[src/rtl/lgo_pkg.sv]
// Shared types for the loop-gain optimizer.
// Assumes nothing beyond a single clock domain.
package lgo_pkg;
    // Direction the accumulator moves on a given cycle.
    typedef enum logic [1:0] {
        STEP_NONE = 2'd0,
        STEP_UP   = 2'd1,
        STEP_DOWN = 2'd2
    } step_dir_e;
endpackage

[src/rtl/lgo_lag_corr.sv]
// Lag-one correlation sign of the centre comparator decision.
// Stores the decision of the previous tick and, on each tick after the
// first since reset, reports whether the new decision agrees (UP) or
// differs (DOWN). Assumes tick is a single-cycle pulse.
module lgo_lag_corr
    import lgo_pkg::*;
(
    input  logic      clk,
    input  logic      rst_n,
    input  logic      tick,
    input  logic      dm,
    output step_dir_e dir
);
    logic dm_prev;
    logic hist_valid;

    // Record the decision and mark history valid on every tick.
    always_ff @(posedge clk) begin
        if (!rst_n) begin
            dm_prev    <= 1'b0;
            hist_valid <= 1'b0;
        end else if (tick) begin
            dm_prev    <= dm;
            hist_valid <= 1'b1;
        end
    end

    // Sign of the product dm * dm_prev, only when history exists.
    always_comb begin
        dir = STEP_NONE;
        if (tick && hist_valid) begin
            dir = (dm == dm_prev) ? STEP_UP : STEP_DOWN;
        end
    end

    // first tick after reset yields no step
    p_first_tick_r2: assert property (@(posedge clk) disable iff (!rst_n)
        (tick && !hist_valid) |-> (dir == STEP_NONE));

    // history holds without a tick
    p_hist_hold_r7: assert property (@(posedge clk) disable iff (!rst_n)
        !tick |=> ($stable(dm_prev) && $stable(hist_valid)));
endmodule

[src/rtl/lgo_sat_acc.sv]
// Saturating up/down accumulator holding the gain with fractional bits.
// Moves by one LSB per requested step and clamps at zero and all ones.
// Assumes dir is STEP_NONE whenever no update is wanted.
module lgo_sat_acc
    import lgo_pkg::*;
#(
    parameter int ACC_W = 16,
    parameter logic [ACC_W-1:0] INIT_VAL = '0
) (
    input  logic             clk,
    input  logic             rst_n,
    input  step_dir_e        dir,
    output logic [ACC_W-1:0] acc_q
);
    localparam logic [ACC_W-1:0] ACC_MAX = '1;
    localparam logic [ACC_W-1:0] ACC_ONE = ACC_W'(1);

    // Step up or down by one, clamping at the range ends.
    always_ff @(posedge clk) begin
        if (!rst_n) begin
            acc_q <= INIT_VAL;
        end else begin
            case (dir)
                STEP_UP:   if (acc_q != ACC_MAX) acc_q <= acc_q + ACC_ONE;
                STEP_DOWN: if (acc_q != '0)      acc_q <= acc_q - ACC_ONE;
                default:   acc_q <= acc_q;
            endcase
        end
    end

    // agreeing step below the top raises by one
    p_step_up_r3: assert property (@(posedge clk) disable iff (!rst_n)
        (dir == STEP_UP && acc_q != ACC_MAX) |=> (acc_q == $past(acc_q) + ACC_ONE));

    // differing step above zero lowers by one
    p_step_dn_r4: assert property (@(posedge clk) disable iff (!rst_n)
        (dir == STEP_DOWN && acc_q != '0) |=> (acc_q == $past(acc_q) - ACC_ONE));

    // no wrap past the top
    p_no_overflow_r5: assert property (@(posedge clk) disable iff (!rst_n)
        (dir == STEP_UP && acc_q == ACC_MAX) |=> (acc_q == ACC_MAX));

    // no wrap below zero
    p_no_underflow_r6: assert property (@(posedge clk) disable iff (!rst_n)
        (dir == STEP_DOWN && acc_q == '0) |=> (acc_q == '0));
endmodule

[src/rtl/loop_gain_optimizer.sv]
// Background loop-gain optimizer: drives the proportional-gain code so the
// centre comparator decision has zero lag-one autocorrelation.
// Assumes ref_tick pulses for one cycle per reference period and that
// dm_sign is valid whenever ref_tick is high.
module loop_gain_optimizer
    import lgo_pkg::*;
#(
    parameter int CODE_W     = 13,
    parameter int STEP_SHIFT = 3,
    parameter int INIT_CODE  = 4096
) (
    input  logic              clk,
    input  logic              rst_n,
    input  logic              ref_tick,
    input  logic              dm_sign,
    input  logic              adapt_en,
    output logic [CODE_W-1:0] gain_code
);
    localparam int ACC_W = CODE_W + STEP_SHIFT;
    localparam logic [ACC_W-1:0] INIT_ACC = ACC_W'(INIT_CODE) << STEP_SHIFT;

    step_dir_e        corr_dir;
    step_dir_e        acc_dir;
    logic [ACC_W-1:0] acc;

    lgo_lag_corr u_corr (
        .clk   (clk),
        .rst_n (rst_n),
        .tick  (ref_tick),
        .dm    (dm_sign),
        .dir   (corr_dir)
    );

    // Gate adaptation with the enable; history keeps tracking regardless.
    always_comb begin
        acc_dir = adapt_en ? corr_dir : STEP_NONE;
    end

    lgo_sat_acc #(
        .ACC_W    (ACC_W),
        .INIT_VAL (INIT_ACC)
    ) u_acc (
        .clk   (clk),
        .rst_n (rst_n),
        .dir   (acc_dir),
        .acc_q (acc)
    );

    // Code is the integer part of the accumulator.
    always_comb begin
        gain_code = acc[ACC_W-1 -: CODE_W];
    end

    // frozen while adaptation is disabled
    p_freeze_r8: assert property (@(posedge clk) disable iff (!rst_n)
        !adapt_en |=> $stable(gain_code));

    // no change without a reference tick
    p_idle_hold_r7: assert property (@(posedge clk) disable iff (!rst_n)
        !ref_tick |=> $stable(gain_code));

    // reset loads the initial code
    p_reset_init_r1: assert property (@(posedge clk)
        !rst_n |=> (gain_code == CODE_W'(INIT_CODE)));
endmodule

[config.mk]
export PLATFORM = sky130hd
export DESIGN_NAME = loop_gain_optimizer
export DESIGN_NICKNAME = d
export VERILOG_FILES = /design/src/rtl/lgo_pkg.sv /design/src/rtl/lgo_lag_corr.sv /design/src/rtl/lgo_sat_acc.sv /design/src/rtl/loop_gain_optimizer.sv
export SDC_FILE = /design/constraint.sdc
export NUM_CORES = 1
export LEC_CHECK = 0
export ABC_AREA = 0
export CORE_AREA = 2 2 80 51
export DETAILED_ROUTE_END_ITERATION = 8
export DIE_AREA = 0 0 82 53
export PLACE_DENSITY = 0.66
export SETUP_SLACK_MARGIN = 0.3
export SYNTH_ARGS = -nofsm -noshare
export SYNTH_HDL_FRONTEND = slang
export SYNTH_SLANG_ARGS = --single-unit
[constraint.sdc]
create_clock -name clk -period 4.8 [get_ports clk]
set_input_delay 0.72 -clock clk [delete_from_list [all_inputs] [get_ports clk]]
set_output_delay 0.72 -clock clk [all_outputs]
set_load 0.03 [all_outputs]
# Word-level counts from Yosys, hierarchy flattened

Cells that the tools add are included.

Flip-flop bits (word level): 18
Latch bits: 0
Memory bits (writable): 0
ROM bits: 0
Bits of input ports: 5
Output and inout port bits: 13
Word-level logic and storage cells: 21
Memories: 0

Add/sub/neg operators: 2
$mul: 0
Div/mod/pow operators: 0
$lt $le $gt $ge: 0
Equal/unequal tests: 6
Shift-type cells: 0
Multiplexer cells: 6
Bitwise logic cells: 0
Reduce and logical (&&, ||, !) cells: 4

Operators with widths:

| kind                                                                   | number |
|---|---|
| 16-bit 2-to-1 mux                                                      | 2 |
| 16-bit one-hot mux with 2 select lines                                 | 1 |
| 16-bit by 1-bit adder with 16-bit output (second input constant)       | 1 |
| 16-bit != test (second input constant)                                 | 1 |
| 16-bit nonzero test                                                    | 1 |
| 16-bit by 1-bit subtractor with 16-bit output (second input constant)  | 1 |
| 2-bit 2-to-1 mux                                                       | 3 |
| 2-bit by 1-bit != test with 1-bit output (second input constant)       | 2 |
| 3-bit AND reduction                                                    | 1 |
| 2-bit by 1-bit equality test with 1-bit output (second input constant) | 1 |
| 2-bit equality test (second input constant)                            | 1 |
| 2-bit nonzero test                                                     | 1 |
| 1-bit equality test                                                    | 1 |
| 1-bit logical AND                                                      | 1 |

# Longest topological paths before layout

Gate-level depths: netlist of the first run.

Depth after elaboration: 7
Mapped depth: 12
Depth with buffers taken out: 11

# Hierarchy

A second synthesis of the first run with hierarchy kept.

Cells, all modules: 244
Area, all modules: 1866.8 µm²

Modules (own cells, without submodules):

| module              | instances | cells each | area each (µm²) | sequential area each (µm²) |
|---|---|---|---|---|
| lgo_sat_acc         | 1         | 233        | 1765.4          | 320.3 |
| lgo_lag_corr        | 1         | 9          | 88.8            | 40.0 |
| loop_gain_optimizer | 1         | 2          | 12.5            | 0.0 |

# Worst setup path after synthesis of the first run

No wires, ideal clock.

Kind: input to register
From: input dm_sign
To: register u_acc.acc_q[15]
Library setup time: 136 ps
Arrival: 3130 ps
Data required time: 4664 ps
Slack: 1534 ps
Stages: 10
Buffers on the path: 0
Path through: xor2_1 -> nor2b_1 -> ha_1 -> ha_1 -> a21oi_1 -> o21ai_1 -> or4_1 -> o21a_1 -> o211ai_1 -> a311oi_2

Longest elaborated chain between the ends: 7
Elaborated cells between the ends (all ways): 11
Those cells by class: eq/ne: 5; mux: 4; reduce/logical: 2

Ends and longest elaborated chain:

| what                                                                                            | line                      | RTL |
|---|---|---|
| start, declared                                                                                 | loop_gain_optimizer.sv:15 | `input logic dm_sign,` |
| 1-bit equality test (*)                                                                         | lgo_lag_corr.sv:32        | `dir = (dm == dm_prev) ? STEP_UP : STEP_DOWN;` |
| 2-bit 2-to-1 mux (*)                                                                            | lgo_lag_corr.sv:32        |  |
| 2-bit 2-to-1 mux (*)                                                                            | lgo_lag_corr.sv:31        | `if (tick && hist_valid) begin` |
| 2-bit 2-to-1 mux (*)                                                                            | loop_gain_optimizer.sv:36 | `acc_dir = adapt_en ? corr_dir : STEP_NONE;` |
| 2-bit equality test or 2-bit by 1-bit equality test with 1-bit output (tied branches)           | lgo_sat_acc.sv:23         | `case (dir)` |
| 2-bit by 1-bit != test with 1-bit output (no source line) or 2-bit nonzero test (tied branches) | --                        |  |
| 3-bit AND reduction (no source line)                                                            | --                        |  |
| end signal, assigned                                                                            | lgo_sat_acc.sv:24         | `STEP_UP: if (acc_q != ACC_MAX) acc_q <= acc_q + ACC_ONE;` |
| end signal, assigned                                                                            | lgo_sat_acc.sv:25         | `STEP_DOWN: if (acc_q != '0) acc_q <= acc_q - ACC_ONE;` |
| end signal, assigned                                                                            | lgo_sat_acc.sv:26         | `default: acc_q <= acc_q;` |
| end, declared                                                                                   | lgo_sat_acc.sv:13         | `output logic [ACC_W-1:0] acc_q` |

Mark *: on every way between the ends. The rest lies on a longest branch, timed or not.
A chain may end at the register's enable or synchronous reset.

# Worst setup path after layout of the first run

From: input dm_sign
To: register u_acc.acc_q[14]

The elaborated chain is that of the path after synthesis.

==> summary.md, run 1 <==
| Metric | Value |
|---|---|
| Status | `finished clean` |
| CTS Buf Count | `3` |
| Overflow left after global routing | `0` |
| Die width | `82 microns` |
| RSZ-0062 raised after global routing | `no` |
| Vias per cell | `5.90` |
| Vias in the first global route | `1246` |
| Cell repeated most along the worst path | `ha_1` |
| Slowest cell on crit path | `ha_1` |
| Max stage delay on crit path | `710 ps` |
| Max Slew Vio Count | `0` |
| Initial DRC count | `83` |
| Sink Count | `18` |
| # fillers | `359` |
| CTS tree | `built` |
| Total global routing track utilization | `between 15 and 20%` |
| DR pass1 iterations | `4` |
| Routability Congestion | `between 0.8 and 0.9` |
| Initial antenna violation count | `0` |
| P_leak | `0.000745 uW` |
| WP data required | `4940 ps` |
| #FFs+latches synth | `18` |
| Worst Max-Slew Pin Slew | `814 ps` |
| # Post-CTS Setup Buffers | `0` |
| PostCTS Resize Cnt | `0` |
| Die height | `53 microns` |
| Syn Inst Count | `188` |
| Maxcap violations | `0` |
| Die area | `0.00435 sq mm` |
| Wirelength per Cell | `about 16 microns` |
| Share of post-route cells with drive strength above 1 | `slightly below 7%` |
| Startpoint class of the critical path | `primary input` |
| Setup TNS | `0 ps` |
| Final hold violations | `0` |
| Diodes inserted | `0` |
| Final setup fails | `0` |
| Register area share after synthesis | `22.2%` |
| Fin Hold WS | `477 ps` |
| Area Overhead vs Synth | `8.73%` |
| DRC | `0` |
| Fmax | `251 MHz` |
| Synth Cell Area | `0.00162 sq mm` |
| Clk slew on worst S/H paths | `70 ps` |
| Worst path top cell family by delay | `compound AO/OA/AOI/OAI gates` |
| Via count | `around 1400` |
| EDFF count, synth | `0` |
| Global-route wire length before repair | `6330 microns` |
| Final nets | `around 220` |
| Yosys warning total | `0` |
| Row cnt | `17` |
| H-tree levels | `1` |
| DRT antenna net count | `0` |
| Tcrit/Tclk final | `a little over 80%` |
| Hold-fix buffers, CTS | `0` |
| Fin crit period | `around 4000 ps` |
| Clock Skews | `1.43 ps` |
| CORE AREA | `0.00357 sq mm` |
| I/O pin count | `18` |
| Number of distinct library cells after synthesis | `55` |
| Drt total wl | `3720 microns` |
| Clk buf depth | `2` |
| Pin count of the biggest net entering global routing | `21` |
| Starting density of the core | `45.3%` |
| Synth Flop Type | `dfxtp_1` |
| CP endpoint kind | `flip-flop` |
| Worst EP arrival | `4130 ps` |
| Syn avg cell area | `8.62 sq um` |
| CP max FO | `20` |
| Worst min-delay path class | `flip-flop to flip-flop` |
| Port bufs | `17` |
| Async set or reset register ratio after synthesis | `0%` |
| Syn Nets | `210` |
| Clk root buf | `clkbuf_8` |
| Pwr/cell area | `~180 mW/mm^2` |
| CP bufs+invs | `1` |
| Clock Latency Late Sink | `approximately 250 ps` |
| Crit path cell chain | `clkdlybuf4s50_1 > xor2_1 > nor2b_1 > ha_1 > ha_1 > a21o_1 > a221oi_2 > o21ai_1 > a221oi_1 > or4_1 > nand3_1` |
| Max VDD drop | `0.0000704 V` |
| Post-DP HPWL | `~2700 microns` |
| Critical path class | `primary input to flip-flop` |
| Max_slew headroom | `45.8%` |
[flip-flops by register name (all words and copies together) (netlist names)]
register / count
u_acc.acc_q: 16
u_corr.dm_prev: 1
u_corr.hist_valid: 1
[cells in the mapped netlist (all sizes together), types with 2 or more instances]
master | number | area (sq um)
nand3 | 9 | 45.0
and3 | 5 | 31.3
a21o | 6 | 45.0
mux2i | 6 | 60.1
xnor2 | 7 | 61.3
a311oi | 2 | 23.8
o211ai | 3 | 22.5
o21a | 4 | 30.0
xor2 | 2 | 17.5
dfxtp | 18 | 360
inv | 4 | 15.0
and2 | 2 | 12.5
nor3 | 2 | 15.0
nand4 | 4 | 25.0
nor2 | 13 | 48.8
or2 | 3 | 18.8
nor3b | 2 | 15.0
a211oi | 2 | 20.0
nor4 | 4 | 25.0
a21oi | 13 | 68.8
o31ai | 2 | 15.0
ha | 16 | 200
buf | 16 | 129
nor2b | 2 | 12.5
or4 | 2 | 15.0
a221oi | 2 | 23.8
o21ai | 8 | 40.0
nor4b | 2 | 23.8
clkbuf | 2 | 7.51
nand2 | 10 | 37.5
a211o | 2 | 17.5
[path summary, 6_finish.rpt]
path	slack (ps)	end	from	cells after the start
setup reg to reg	1450	u_acc.acc_q[14]$_SDFFE_PN0P_	u_corr.dm_prev$_SDFFE_PN0P_	10
setup / recovery	820	u_acc.acc_q[14]$_SDFFE_PN0P_	dm_sign	11
hold reg to reg	480	u_corr.hist_valid$_SDFFE_PN0P_	u_corr.hist_valid$_SDFFE_PN0P_	2
hold / removal	480	u_corr.hist_valid$_SDFFE_PN0P_	u_corr.hist_valid$_SDFFE_PN0P_	2
[cells by family after synthesis]
family / after synthesis / synth area share [%]
fa+ha+maj: 17 / 13.6
buf+inv: 23 / 9.57
compound gates: 52 / 24.6
flops: 18 / 22.2
xor+xnor: 9 / 4.87
simple gates: 63 / 21.5
mux: 6 / 3.71
[tightest hold or removal path, stage by stage (launching register included)]
cell and delay, ps:
dfxtp_1 330, nor2_1 50, nor2_1 70
[layout make-up]
class                   instances  area (sq um)  area share [%]
multi-input cells             147          1100            62.7
clock buffers                   3          41.3            2.34
repair buffers                 18           178            10.1
inverters                       5          18.8            1.07
flip-flops and latches         18           360            20.5
well taps                      47          58.8            3.34
[cell usage in the layout (no fill, tap or decap), types with 4 or more instances in the layout]
master / count
dfxtp_1: 18
and3_1: 5
ha_1: 16
nor4_1: 4
inv_1: 4
xnor2_1: 7
clkdlybuf4s50_1: 17
mux2i_1: 6
nand2_1: 10
nor2_1: 13
nand3_1: 9
o21a_1: 4
o21ai_0: 5
a21o_1: 6
a21oi_1: 12
nand4_1: 4
[power by group]
part / switching (uW) / internal, uW / total, uW
Combinational: 26.1 / 18.8 / 44.9
Clock: 50.8 / 55.8 / 107
Sequential: 5.81 / 153 / 159
[per-stage QoR]
step	setup slack, ps	area, sq um	power, uW	utilization [%]	std cells
finish	817	1760	310	49.3	238
global route	586	1760	334	49.3	238
CTS	837	1760	316	49.3	238
detailed placement	579	1720	207	48.1	235
global placement	675	1720	206	48.1	235
floorplan	1530	1620	196	-	188
[metal layers]
layer  vias to the layer above  track usage, %  routed length, microns
met1                       643            28.6                    1890
met2                        49            28.0                    1530
met3                         4            5.12                     258
met5                         -               0                       0
li1                        708               -                       -
met4                         0            4.72                      36
No activity file was read; power rests on OpenSTA's default activity.
==> inputs of run 2 (changes only) <==
==> constraint.sdc (replaced) <==
create_clock -name clk -period 3.8 [get_ports clk]
set_input_delay 0.57 -clock clk [delete_from_list [all_inputs] [get_ports clk]]
set_output_delay 0.57 -clock clk [all_outputs]
set_load 0.03 [all_outputs]
==> summary.md, run 2 (same netlist as run 1, synthesis figures left out) <==
| Metric | Value |
|---|---|
| Comb pwr share | `15.3%` |
| Row cnt | `17` |
| DP Cell Count | `roughly 250` |
| Total global routing track utilization | `about a fifth` |
| CORE AREA | `0.00357 sq mm` |
| Global-route wire length before repair | `6530 microns` |
| Hold Crit Depth | `2` |
| Hold Startpoint | `u_corr.hist_valid$_SDFFE_PN0P_` |
| Crit path cell chain | `clkdlybuf4s50_1 > nand3_1 > nor2_1 > inv_1 > ha_4 > ha_1 > buf_4 > o211a_1 > a21oi_2 > a211oi_2 > o211ai_1 > a2111o_1 > o311ai_1` |
| Clock power frac | `38.5%` |
| Vias in the first global route | `~1300` |
| Wirelength per Cell | `15.7 microns` |
| Worst min-delay path class | `flip-flop to flip-flop` |
| Fmax | `300 MHz` |
| Switching power | `118 uW` |
| Routability Congestion | `~0.97` |
| Largest regs | `u_acc.acc_q (16), u_corr.dm_prev (1), u_corr.hist_valid (1)` |
| Final instance area | `roughly 0.0019 sq mm` |
| Port bufs | `17` |
| DRC | `0` |
| Slowest cell on crit path | `clkdlybuf4s50_1` |
| Final setup fails | `0` |
| Die width | `between 80 and 90 microns` |
| Sink Count | `18` |
| Die area | `0.00435 sq mm` |
| DRT antenna net count | `0` |
| Maxcap violations | `0` |
| Pin count of the biggest net entering global routing | `15` |
| Starting density of the core | `45.3%` |
| Max_slew headroom | `64.7%` |
| Fin crit period | `roughly 3300 ps` |
| Drt total wl | `4040 microns` |
| Most flop-heavy register | `u_acc.acc_q` |
| Sequential fraction of design power | `46.2%` |
| Vias per cell | `between 5 and 6` |
| # fillers | `343` |
| RR Endpoint | `u_acc.acc_q[13]$_SDFFE_PN0P_` |
| Overflow left after global routing | `0` |
| Via count | `approximately 1500` |
| Max VDD drop | `0.000215 V` |
| CP endpoint kind | `flip-flop` |
| RSZ-0062 raised after global routing | `no` |
| Internal power | `316 uW` |
| WP data required | `3970 ps` |
| Clk slew on worst S/H paths | `80 ps` |
| WHS Endpoint | `u_corr.hist_valid$_SDFFE_PN0P_` |
| Worst EP arrival | `~3500 ps` |
| CP max FO | `14` |
| Max stage delay on crit path | `510 ps` |
| I/O pin count | `18` |
| Initial DRC count | `83` |
| Final std cells w/o fill | `257` |
| Die height | `approximately 53 microns` |
| CTS tree | `built` |
| Status | `finished clean` |
| CTS Buf Count | `3` |
| Initial antenna violation count | `0` |
| Clock Latency Late Sink | `260 ps` |
| Hold-fix buffers, CTS | `0` |
| Final nets | `between 200 and 250` |
| Commonest non-fill, non-tap cell in the layout | `buf_4` |
| Final hold violations | `0` |
| Max FFs per register | `16` |
| # Post-CTS Setup Buffers | `0` |
| Area Overhead vs Synth | `18.8%` |
| Post-DP HPWL | `3030 microns` |
| H-tree levels | `1` |
| Placed cell area | `between 0.0015 and 0.002 sq mm` |
| Critical R2R Launch | `u_corr.dm_prev$_SDFFE_PN0P_` |
| Clk buf depth | `2` |
| Flop2flop setup slack | `900 ps` |
| R2R depth | `12` |
| Pwr/cell area | `226 mW/mm^2` |
| Tcrit/Tclk final | `87.8%` |
| DR pass1 iterations | `4` |
| Switching share of power | `27.2%` |
| Clock Skews | `3.10 ps` |
| Critical path class | `primary input to flip-flop` |
| Max Slew Vio Count | `0` |
| Diodes inserted | `0` |
| Startpoint class of the critical path | `primary input` |
| Clk root buf | `clkbuf_8` |
| Worst Max-Slew Pin Slew | `525 ps` |
| P_leak | `0.000842 uW` |
| Commonest cells after routing, fill and taps aside | `19 x buf_4, 18 x dfxtp_1, 17 x clkdlybuf4s50_1` |
| Share of post-route cells with drive strength above 1 | `about 16%` |
==> run 2: changes by cell type in the layout (fill, tap and decap cells not counted) <==
cell	change
nor2b_2	+1
nor2b_1	-1
ha_4	+1
clkbuf_8	+1
buf_4	+18
ha_1	-1
==> run 2: routing by layer <==
metal | up-vias | share of wire [%] | GRT usage [%]
li1 | 740 | - | -
met1 | 702 | 50 | 28.2
met2 | 36 | 43 | 31.3
met3 | 4 | 5.8 | 6.66
met4 | 0 | 0.62 | 3.89
met5 | - | 0 | 0
==> run 2: worst max path at each step <==
stage               startpoint                           end  slack, ps  cells past startpoint
CTS                    dm_sign  u_acc.acc_q[15]$_SDFFE_PN1P_        410                     11
global placement       dm_sign  u_acc.acc_q[10]$_SDFFE_PN0P_         40                     11
detailed placement     dm_sign  u_acc.acc_q[15]$_SDFFE_PN1P_        -20                     11
floorplan              dm_sign  u_acc.acc_q[15]$_SDFFE_PN1P_        680                     10
global route          ref_tick  u_acc.acc_q[14]$_SDFFE_PN0P_        310                     12
finish                ref_tick  u_acc.acc_q[13]$_SDFFE_PN0P_        460                     13
==> run 2: cell type report <==
| class | count | area, sq um | area share (%) |
|---|---|---|---|
| inverters | 5 | 18.8 | 0.975 |
| clock buffers | 4 | 55.1 | 2.86 |
| flip-flops and latches | 18 | 360 | 18.7 |
| well taps | 47 | 58.8 | 3.05 |
| repair buffers | 36 | 313 | 16.2 |
| multi-input cells | 147 | 1120 | 58.2 |
==> run 2: worst max-delay path, delay by kind of cell <==
family	cells	cell delay (ps)
AO/OA/AOI/OAI	6	1350
buffers and inverters	3	740
adder cells (fa/ha/maj)	2	550
AND/OR/NAND/NOR	2	300
==> run 2: stage by stage <==
stage / utilization, % / setup slack (ps) / hold WS (ps) / total power, uW / setup TNS [ps]
floorplan: - / 684 / 435 / 248 / 0
global placement: 51.9 / 40.9 / 458 / 268 / 0
detailed placement: 51.9 / -19.6 / 465 / 270 / -35.6
CTS: 53.5 / 413 / 485 / 436 / 0
global route: 53.9 / 312 / 526 / 457 / 0
finish: 53.9 / 464 / 482 / 434 / 0
==> run 2: power by group through the flow <==
stage | logic (uW) | clock network, uW | registers [uW]
global placement | 63.5 | 0 | 205
detailed placement | 64.9 | 0 | 205
floorplan | 45.2 | 0 | 203
global route | 73.1 | 182 | 202
finish | 66.6 | 167 | 201
CTS | 65.4 | 170 | 200
==> run 2: repair_timing <==
action / CTS / global route
pin swaps: 0 / 1
gates cloned: 0 / 0
resized for setup: 1 / 2
endpoints found under the setup margin: 6 / 7
==> inputs of run 3 (changes only) <==
--- a/config.mk
+++ b/config.mk
@@ -6,6 +6,7 @@
 export NUM_CORES = 1
 export LEC_CHECK = 0
 export ABC_AREA = 0
+export CAP_MARGIN = 20
 export CORE_AREA = 2 2 80 51
 export DETAILED_ROUTE_END_ITERATION = 8
 export DIE_AREA = 0 0 82 53
==> results of run 3 <==
Final layout, timing and power as in run 2 (identical DEF).
